<file path="src/rtl/rstirq_pkg.sv">
// Package: shared constants and the register address encoding for the
// register-reset interrupt controller.
package rstirq_pkg;
    localparam int DATA_W  = 8;
    localparam int ADDR_W  = 2;
    localparam int SRC_N   = 2;   // number of status flags
    localparam int SRC_RST = 0;   // register-reset flag position
    localparam int SRC_EVT = 1;   // generic event flag position

    typedef enum logic [ADDR_W-1:0] {
        A_CTRL   = 2'd0,
        A_STATUS = 2'd1,
        A_MASK   = 2'd2,
        A_BUSY   = 2'd3
    } reg_addr_e;
endpackage

</file>
<file path="src/rtl/rstirq_sync.sv">
// Module: multi-stage synchroniser for asynchronous level inputs.
// Assumes inputs are slow levels; each bit is synchronised on its own.
// On reset every stage loads RST_VAL (the inactive level of each input).
module rstirq_sync #(
    parameter int                 STAGES  = 2,
    parameter int                 WIDTH   = 2,
    parameter logic [WIDTH-1:0]   RST_VAL = '0
) (
    input  logic             clk,
    input  logic             rst_n,
    input  logic [WIDTH-1:0] d,
    output logic [WIDTH-1:0] q
);
    logic [WIDTH-1:0] stg [STAGES];

    for (genvar s = 0; s < STAGES; s++) begin : g_stage
        if (s == 0) begin : g_first
            // first flop samples the raw input
            always_ff @(posedge clk) begin
                if (!rst_n) stg[0] <= RST_VAL;
                else        stg[0] <= d;
            end
        end else begin : g_next
            // later flops shift the sampled value along
            always_ff @(posedge clk) begin
                if (!rst_n) stg[s] <= RST_VAL;
                else        stg[s] <= stg[s-1];
            end
        end
    end

    assign q = stg[STAGES-1];
endmodule

</file>
<file path="src/rtl/rstirq_load_timer.sv">
// Module: configuration-load window timer.
// Busy rises on reset or on a restart request and falls after LOAD_CYCLES
// clocks with no restart. Assumes LOAD_CYCLES >= 2.
module rstirq_load_timer #(
    parameter int LOAD_CYCLES = 60000
) (
    input  logic clk,
    input  logic rst_n,
    input  logic restart,
    output logic busy
);
    localparam int                CNT_W = (LOAD_CYCLES > 1) ? $clog2(LOAD_CYCLES) : 1;
    localparam logic [CNT_W-1:0]  LAST  = CNT_W'(LOAD_CYCLES - 1);

    logic [CNT_W-1:0] cnt;

    // window counter: restart clears, terminal count ends the window
    always_ff @(posedge clk) begin
        if (!rst_n) begin
            cnt  <= '0;
            busy <= 1'b1;
        end else if (restart) begin
            cnt  <= '0;
            busy <= 1'b1;
        end else if (busy) begin
            if (cnt == LAST) busy <= 1'b0;
            else             cnt  <= cnt + 1'b1;
        end
    end

    // a restart request always opens a fresh window
    p_restart_opens_r7: assert property (@(posedge clk) disable iff (!rst_n)
        restart |=> (busy && cnt == '0));
    // the counter never runs past its terminal value during a window
    p_cnt_bounded_r2: assert property (@(posedge clk) disable iff (!rst_n)
        busy |-> (cnt <= LAST));
    // the window only closes from the terminal count, without restart
    p_close_at_last_r2: assert property (@(posedge clk) disable iff (!rst_n)
        $fell(busy) |-> ($past(cnt) == LAST && !$past(restart)));
endmodule

</file>
<file path="src/rtl/rstirq_regs.sv">
// Module: mask and status registers with write-one-to-clear, decoding of
// the software-reset request, and the read multiplexer.
// Assumes that the write port is synchronous and that reads are combinational.
// A reload forces defaults and has priority over every other update.
module rstirq_regs
    import rstirq_pkg::*;
#(
    parameter logic [SRC_N-1:0] MASK_DEFAULT = 2'b10
) (
    input  logic              clk,
    input  logic              rst_n,
    input  logic              reload,
    input  logic              busy,
    input  logic              evt_in,
    input  logic              wr_en,
    input  logic [ADDR_W-1:0] wr_addr,
    input  logic [DATA_W-1:0] wr_data,
    input  logic [ADDR_W-1:0] rd_addr,
    output logic [DATA_W-1:0] rd_data,
    output logic              sw_req,
    output logic [SRC_N-1:0]  status,
    output logic [SRC_N-1:0]  mask
);
    localparam logic [SRC_N-1:0] STATUS_RELOAD = SRC_N'(1) << SRC_RST;

    logic             wr_ok;
    logic [SRC_N-1:0] w1c;
    logic [SRC_N-1:0] src_set;
    logic             mask_wr;

    // write qualification: all writes are dropped during the load window
    always_comb begin
        wr_ok   = wr_en && !busy;
        sw_req  = wr_ok && (wr_addr == A_CTRL) && wr_data[0];
        mask_wr = wr_ok && (wr_addr == A_MASK);
        w1c     = (wr_ok && (wr_addr == A_STATUS)) ? wr_data[SRC_N-1:0] : '0;
        src_set = '0;
        src_set[SRC_EVT] = evt_in;
    end

    // status flags: reload > set > clear, per flag
    always_ff @(posedge clk) begin
        if (!rst_n || reload) begin
            status <= STATUS_RELOAD;
        end else begin
            for (int b = 0; b < SRC_N; b++) begin
                if (src_set[b])  status[b] <= 1'b1;
                else if (w1c[b]) status[b] <= 1'b0;
            end
        end
    end

    // mask register: reload restores defaults, otherwise host-written
    always_ff @(posedge clk) begin
        if (!rst_n || reload) mask <= MASK_DEFAULT;
        else if (mask_wr)     mask <= wr_data[SRC_N-1:0];
    end

    // read multiplexer
    always_comb begin
        rd_data = '0;
        case (rd_addr)
            A_STATUS: rd_data[SRC_N-1:0] = status;
            A_MASK:   rd_data[SRC_N-1:0] = mask;
            A_BUSY:   rd_data[0]         = busy;
            default:  rd_data            = '0;
        endcase
    end

    // a reload leaves the reset flag set and the mask at its default
    p_reload_defaults_r6: assert property (@(posedge clk) disable iff (!rst_n)
        reload |=> (status[SRC_RST] && mask == MASK_DEFAULT));
    // an event wins over a same-cycle clear
    p_set_wins_r8: assert property (@(posedge clk) disable iff (!rst_n)
        (evt_in && !reload) |=> status[SRC_EVT]);
    // the mask cannot change inside the load window except by reload
    p_mask_frozen_r3: assert property (@(posedge clk) disable iff (!rst_n)
        (busy && !reload) |=> $stable(mask));
    // status flags can only drop when a write was possible
    p_no_clear_busy_r3: assert property (@(posedge clk) disable iff (!rst_n)
        (busy && !reload) |=> !$fell(status[SRC_RST]));
endmodule

</file>
<file path="src/rtl/rstirq_ctrl.sv">
// Module: register-reset interrupt controller (top).
// Synchronises the asynchronous reset causes, merges them with the
// software request into one reload/restart, and drives the open-drain
// interrupt pad enable from the unmasked pending flags outside the window.
module rstirq_ctrl
    import rstirq_pkg::*;
#(
    parameter int               LOAD_CYCLES  = 60000,
    parameter int               SYNC_STAGES  = 2,
    parameter logic [SRC_N-1:0] MASK_DEFAULT = 2'b10
) (
    input  logic              clk,
    input  logic              rst_n,
    input  logic              uv_in,
    input  logic              ext_rst_n_in,
    input  logic              evt_in,
    input  logic              wr_en,
    input  logic [ADDR_W-1:0] wr_addr,
    input  logic [DATA_W-1:0] wr_data,
    input  logic [ADDR_W-1:0] rd_addr,
    output logic [DATA_W-1:0] rd_data,
    output logic              int_pull_low
);
    logic [1:0]       async_s;
    logic             uv_s;
    logic             ext_n_s;
    logic             sw_req;
    logic             cause;
    logic             busy;
    logic [SRC_N-1:0] status;
    logic [SRC_N-1:0] mask;

    rstirq_sync #(
        .STAGES  (SYNC_STAGES),
        .WIDTH   (2),
        .RST_VAL (2'b10)
    ) u_sync (
        .clk   (clk),
        .rst_n (rst_n),
        .d     ({ext_rst_n_in, uv_in}),
        .q     (async_s)
    );

    // reset-cause merge: any source reloads defaults and restarts the window
    always_comb begin
        uv_s    = async_s[0];
        ext_n_s = async_s[1];
        cause   = uv_s || !ext_n_s || sw_req;
    end

    rstirq_load_timer #(
        .LOAD_CYCLES (LOAD_CYCLES)
    ) u_timer (
        .clk     (clk),
        .rst_n   (rst_n),
        .restart (cause),
        .busy    (busy)
    );

    rstirq_regs #(
        .MASK_DEFAULT (MASK_DEFAULT)
    ) u_regs (
        .clk     (clk),
        .rst_n   (rst_n),
        .reload  (cause),
        .busy    (busy),
        .evt_in  (evt_in),
        .wr_en   (wr_en),
        .wr_addr (wr_addr),
        .wr_data (wr_data),
        .rd_addr (rd_addr),
        .rd_data (rd_data),
        .sw_req  (sw_req),
        .status  (status),
        .mask    (mask)
    );

    // pad enable: OR of unmasked pending flags, gated off during the window
    assign int_pull_low = !busy && |(status & ~mask);

    // a synchronised undervoltage level reaches the timer as a busy window
    p_uv_restarts_r7: assert property (@(posedge clk) disable iff (!rst_n)
        uv_s |=> busy);
    // with an unmasked flag still pending and no window, the line stays low
    p_pending_holds_r9: assert property (@(posedge clk) disable iff (!rst_n)
        (int_pull_low && evt_in && !mask[SRC_EVT] && !cause) |=> int_pull_low);
endmodule

</file>
<file path="config.mk">
export PLATFORM = sky130hd
export DESIGN_NAME = rstirq_ctrl
export DESIGN_NICKNAME = d
export VERILOG_FILES = /design/src/rtl/rstirq_pkg.sv /design/src/rtl/rstirq_sync.sv /design/src/rtl/rstirq_load_timer.sv /design/src/rtl/rstirq_regs.sv /design/src/rtl/rstirq_ctrl.sv
export SDC_FILE = /design/constraint.sdc
export NUM_CORES = 1
export LEC_CHECK = 0
export ABC_AREA = 0
export ABC_CLOCK_PERIOD_IN_PS = 2000
export BUFFER_PORTS_ARGS = -buffer_cell sky130_fd_sc_hd__buf_2
export CAP_MARGIN = 20
export CORE_AREA = 8 8 62 64
export CTS_CLUSTER_SIZE = 20
export DETAILED_ROUTE_END_ITERATION = 12
export DIE_AREA = 0 0 70 72
export HOLD_SLACK_MARGIN = 0.1
export PLACE_DENSITY = 0.77
export SLEW_MARGIN = 0
export SYNTH_ARGS = -nofsm -noshare
export SYNTH_HDL_FRONTEND = slang
export SYNTH_SLANG_ARGS = --single-unit
</file>
<file path="constraint.sdc">
create_clock -name clk -period 2 [get_ports clk]
set_input_delay 0 -clock clk [delete_from_list [all_inputs] [get_ports clk]]
set_output_delay 0 -clock clk [all_outputs]
set_load 0.05 [all_outputs]
</file>
==> out/metrics.cfg <==
[power_and_ir_drop]
powerDensity_nw_per_um2 = 572.7
peakVddDrop_mv = 0.5159
p_total_mw = 0.8434
p_leak_nw = 0.5768

[detailed_routing]
first_pass_iters = 4
avgRoutedWirePerCell_um = 13.57
wl_um = 2713
drtIter0Drc = 56
drcViolationCount = 0
detail-route-antenna-nets = 0
vias = 1081
via_per_inst = 5.405

[sta]
slew_headroom = 0.5979
setup-tns-final_ps = 0
setup_viol = 0
final_hold_viol_count = 0
final.period_utilization = 0.9529
rsz0062_at_grt = false
slew_violations = 0
max_freq_ghz = 0.5247
clock_skew_ps = 1.728
min_period_ps = 1906
worst_pin_slew_ps = 603.2

[global_route]
grt_max_degree = 18
grt_first_pass_wirelength_um = 4823
grt_pass1_vias = 1108
antenna_found_initial = 0
track_usage = 0.1113
grt_overflow_total = 0

[synth]
avgSynthCellArea_um2 = 8.910
synthesis.area_um2 = 1247
yosysWarnings = 0
synthXorXnorAreaFrac = 0.04213
postSynthCellCount = 140
async_flop_share = 0
ys_ff_latch = 25
ys_seq_area_frac = 0.4012
synth_ff_type = dfxtp_1
synth_top_area_cell = dfxtp_1
synth-simple-area-share = 0.3260
synth-compound-area-share = 0.1204
synthDistinctLibCells = 37
synthMuxAreaShare = 0
synthAdderAreaFrac = 0.05015
synth.area.top_cells = dfxtp_1 (40%), ha_1 (5.0%), nand2_1 (4.5%), a21oi_1 (4.4%), xor2_1 (4.2%)
synth_top_family_by_area = simple AND/OR/NAND/NOR gates
synth.top_cell.area_share = 0.4012
synth_edf_count = 0

[layout]
area_delta_synth_final_pct = 18.05
antennaDiodeCount = 0
layout-drive-gt1-share = 0.1557
final_cell_mix = dfxtp_1 (25), nand2_1 (15), buf_2 (14)
final_common_cell = dfxtp_1
layout.nets = 191
fin_util = 0.5073

[worst_setup_path]
critPathMaxFanout = 8
startpoint_type = flip-flop
critical_path.max_stage_delay_ps = 580
critPathRequiredTime_ps = 2190
crit_chain = nor4bb_1, nand2_1, a21oi_1, dlygate4sd3_1, nor2_1
critPathCaptureType = flip-flop
crit_type = reg2reg
arrival_ps = 2100
cpMaxStageDelayCell = dlygate4sd3_1
r2r_setup_slack_ps = 90

[min_path]
hold_class = in2reg

[clock_tree]
worstSkewPairLatency_ps = 320
clockBufferDepth = 2
cts_tree = built
cts.clk_slew.worst_paths_ps = 130
cts-root-buf = clkbuf_4
htreeDepth = 1
clock_sinks = 25
cts_setup_buffers = 0
numCtsBuffers = 3

[floorplanning]
core_um2 = 2903
die_w_um = 70
die-area_um2 = 5040
rows = 20
ioPinCount = 27
start_util = 0.4297
die_h_um = 72

[placement]
portBuffers = 14
dp_hpwl_um = 1850
gp_congestion = 0.7468

[outcome]
status = complete, no violations

[job]
maxCapViolations = 0

==> area by class of cell <==
type                    count  area [um^2]
clock buffers               3        22.52
clock inverters             1        5.005
fillers                   296         1430
inverters                   3        11.26
multi-input cells         108        694.4
flip-flops and latches     25        500.5
well taps                  33        41.29
repair buffers             27        197.7
==> cells in the mapped netlist, drive strengths merged (3+ instances only) <==
master,number
a21oi,11
and4,4
buf,9
dfxtp,25
ha,5
inv,3
nand2,15
nand2b,4
nand3,8
nand4,4
nor2,12
o21ai,6
or3,4
xor2,6
==> critical path: cells and delay by family, from the launching register on <==
| family | cells | cell delay, ps |
|---|---|---|
| buffers and inverters | 1 | 580 |
| AO/OA/AOI/OAI | 1 | 180 |
| AND/OR/NAND/NOR | 3 | 600 |
| flip-flops | 1 | 430 |
==> state kept, by name (all words and copies together), names as in the netlist <==
signal         cells
u_sync.stg         4
u_regs.status      2
u_timer.cnt       16
u_regs.mask        2
u_timer.busy       1
==> worst paths after layout <==
kind / start / to / cells after the start
worst max-delay path: u_timer.busy / u_regs.status[1] / 5
worst min-delay path: wr_addr[0] / u_regs.mask[1] / 6
worst max register to register: u_timer.busy / u_regs.status[1] / 5
worst min register to register: u_sync.stg[0][1] / u_sync.stg[1][1] / 1
==> power breakdown <==
group	switching (mW)	internal, mW	total, mW
registers	0.00590	0.508	0.514
clock network	0.149	0.0749	0.224
logic	0.0687	0.0370	0.106
total	0.224	0.620	0.843
==> cell families after synthesis <==
group,count (synthesis)
AND/OR/NAND/NOR,67
flip-flops,25
AO/OA/AOI/OAI,24
buffers and inverters,12
XOR/XNOR,6
adder cells (fa/ha/maj),5
other,1
==> per-layer routing <==
metal  GRT usage  up-vias  routed length [um]
met2      0.2061       32                1401
met1      0.1171      506                1156
met4     0.01786        0                   0
met3     0.04502        0                 155
met5           0        -                   0
li1            -      543                   -
==> per-stage QoR <==
| step | hold WS, ps | setup slack [ps] | area (um^2) | instances |
|---|---|---|---|---|
| after global routing | 243.5 | 26.89 | 1473 | 200 |
| after global placement | 180.4 | 449.3 | 1325 | 184 |
| final | 192.4 | 94.15 | 1473 | 200 |
| after CTS | 171.7 | 234.5 | 1473 | 200 |
| after floorplan | 73.04 | 534.8 | 1266 | 145 |
| after detailed placement | 188.4 | 388.2 | 1325 | 184 |
==> repair_timing <==
action                     in CTS  in global routing
setup endpoints to repair       0                  0
hold endpoints to repair        9                  0
gates resized for setup         0                  0
hold buffers                   12                  0
Note: power is estimated with default switching activity, not from simulation.
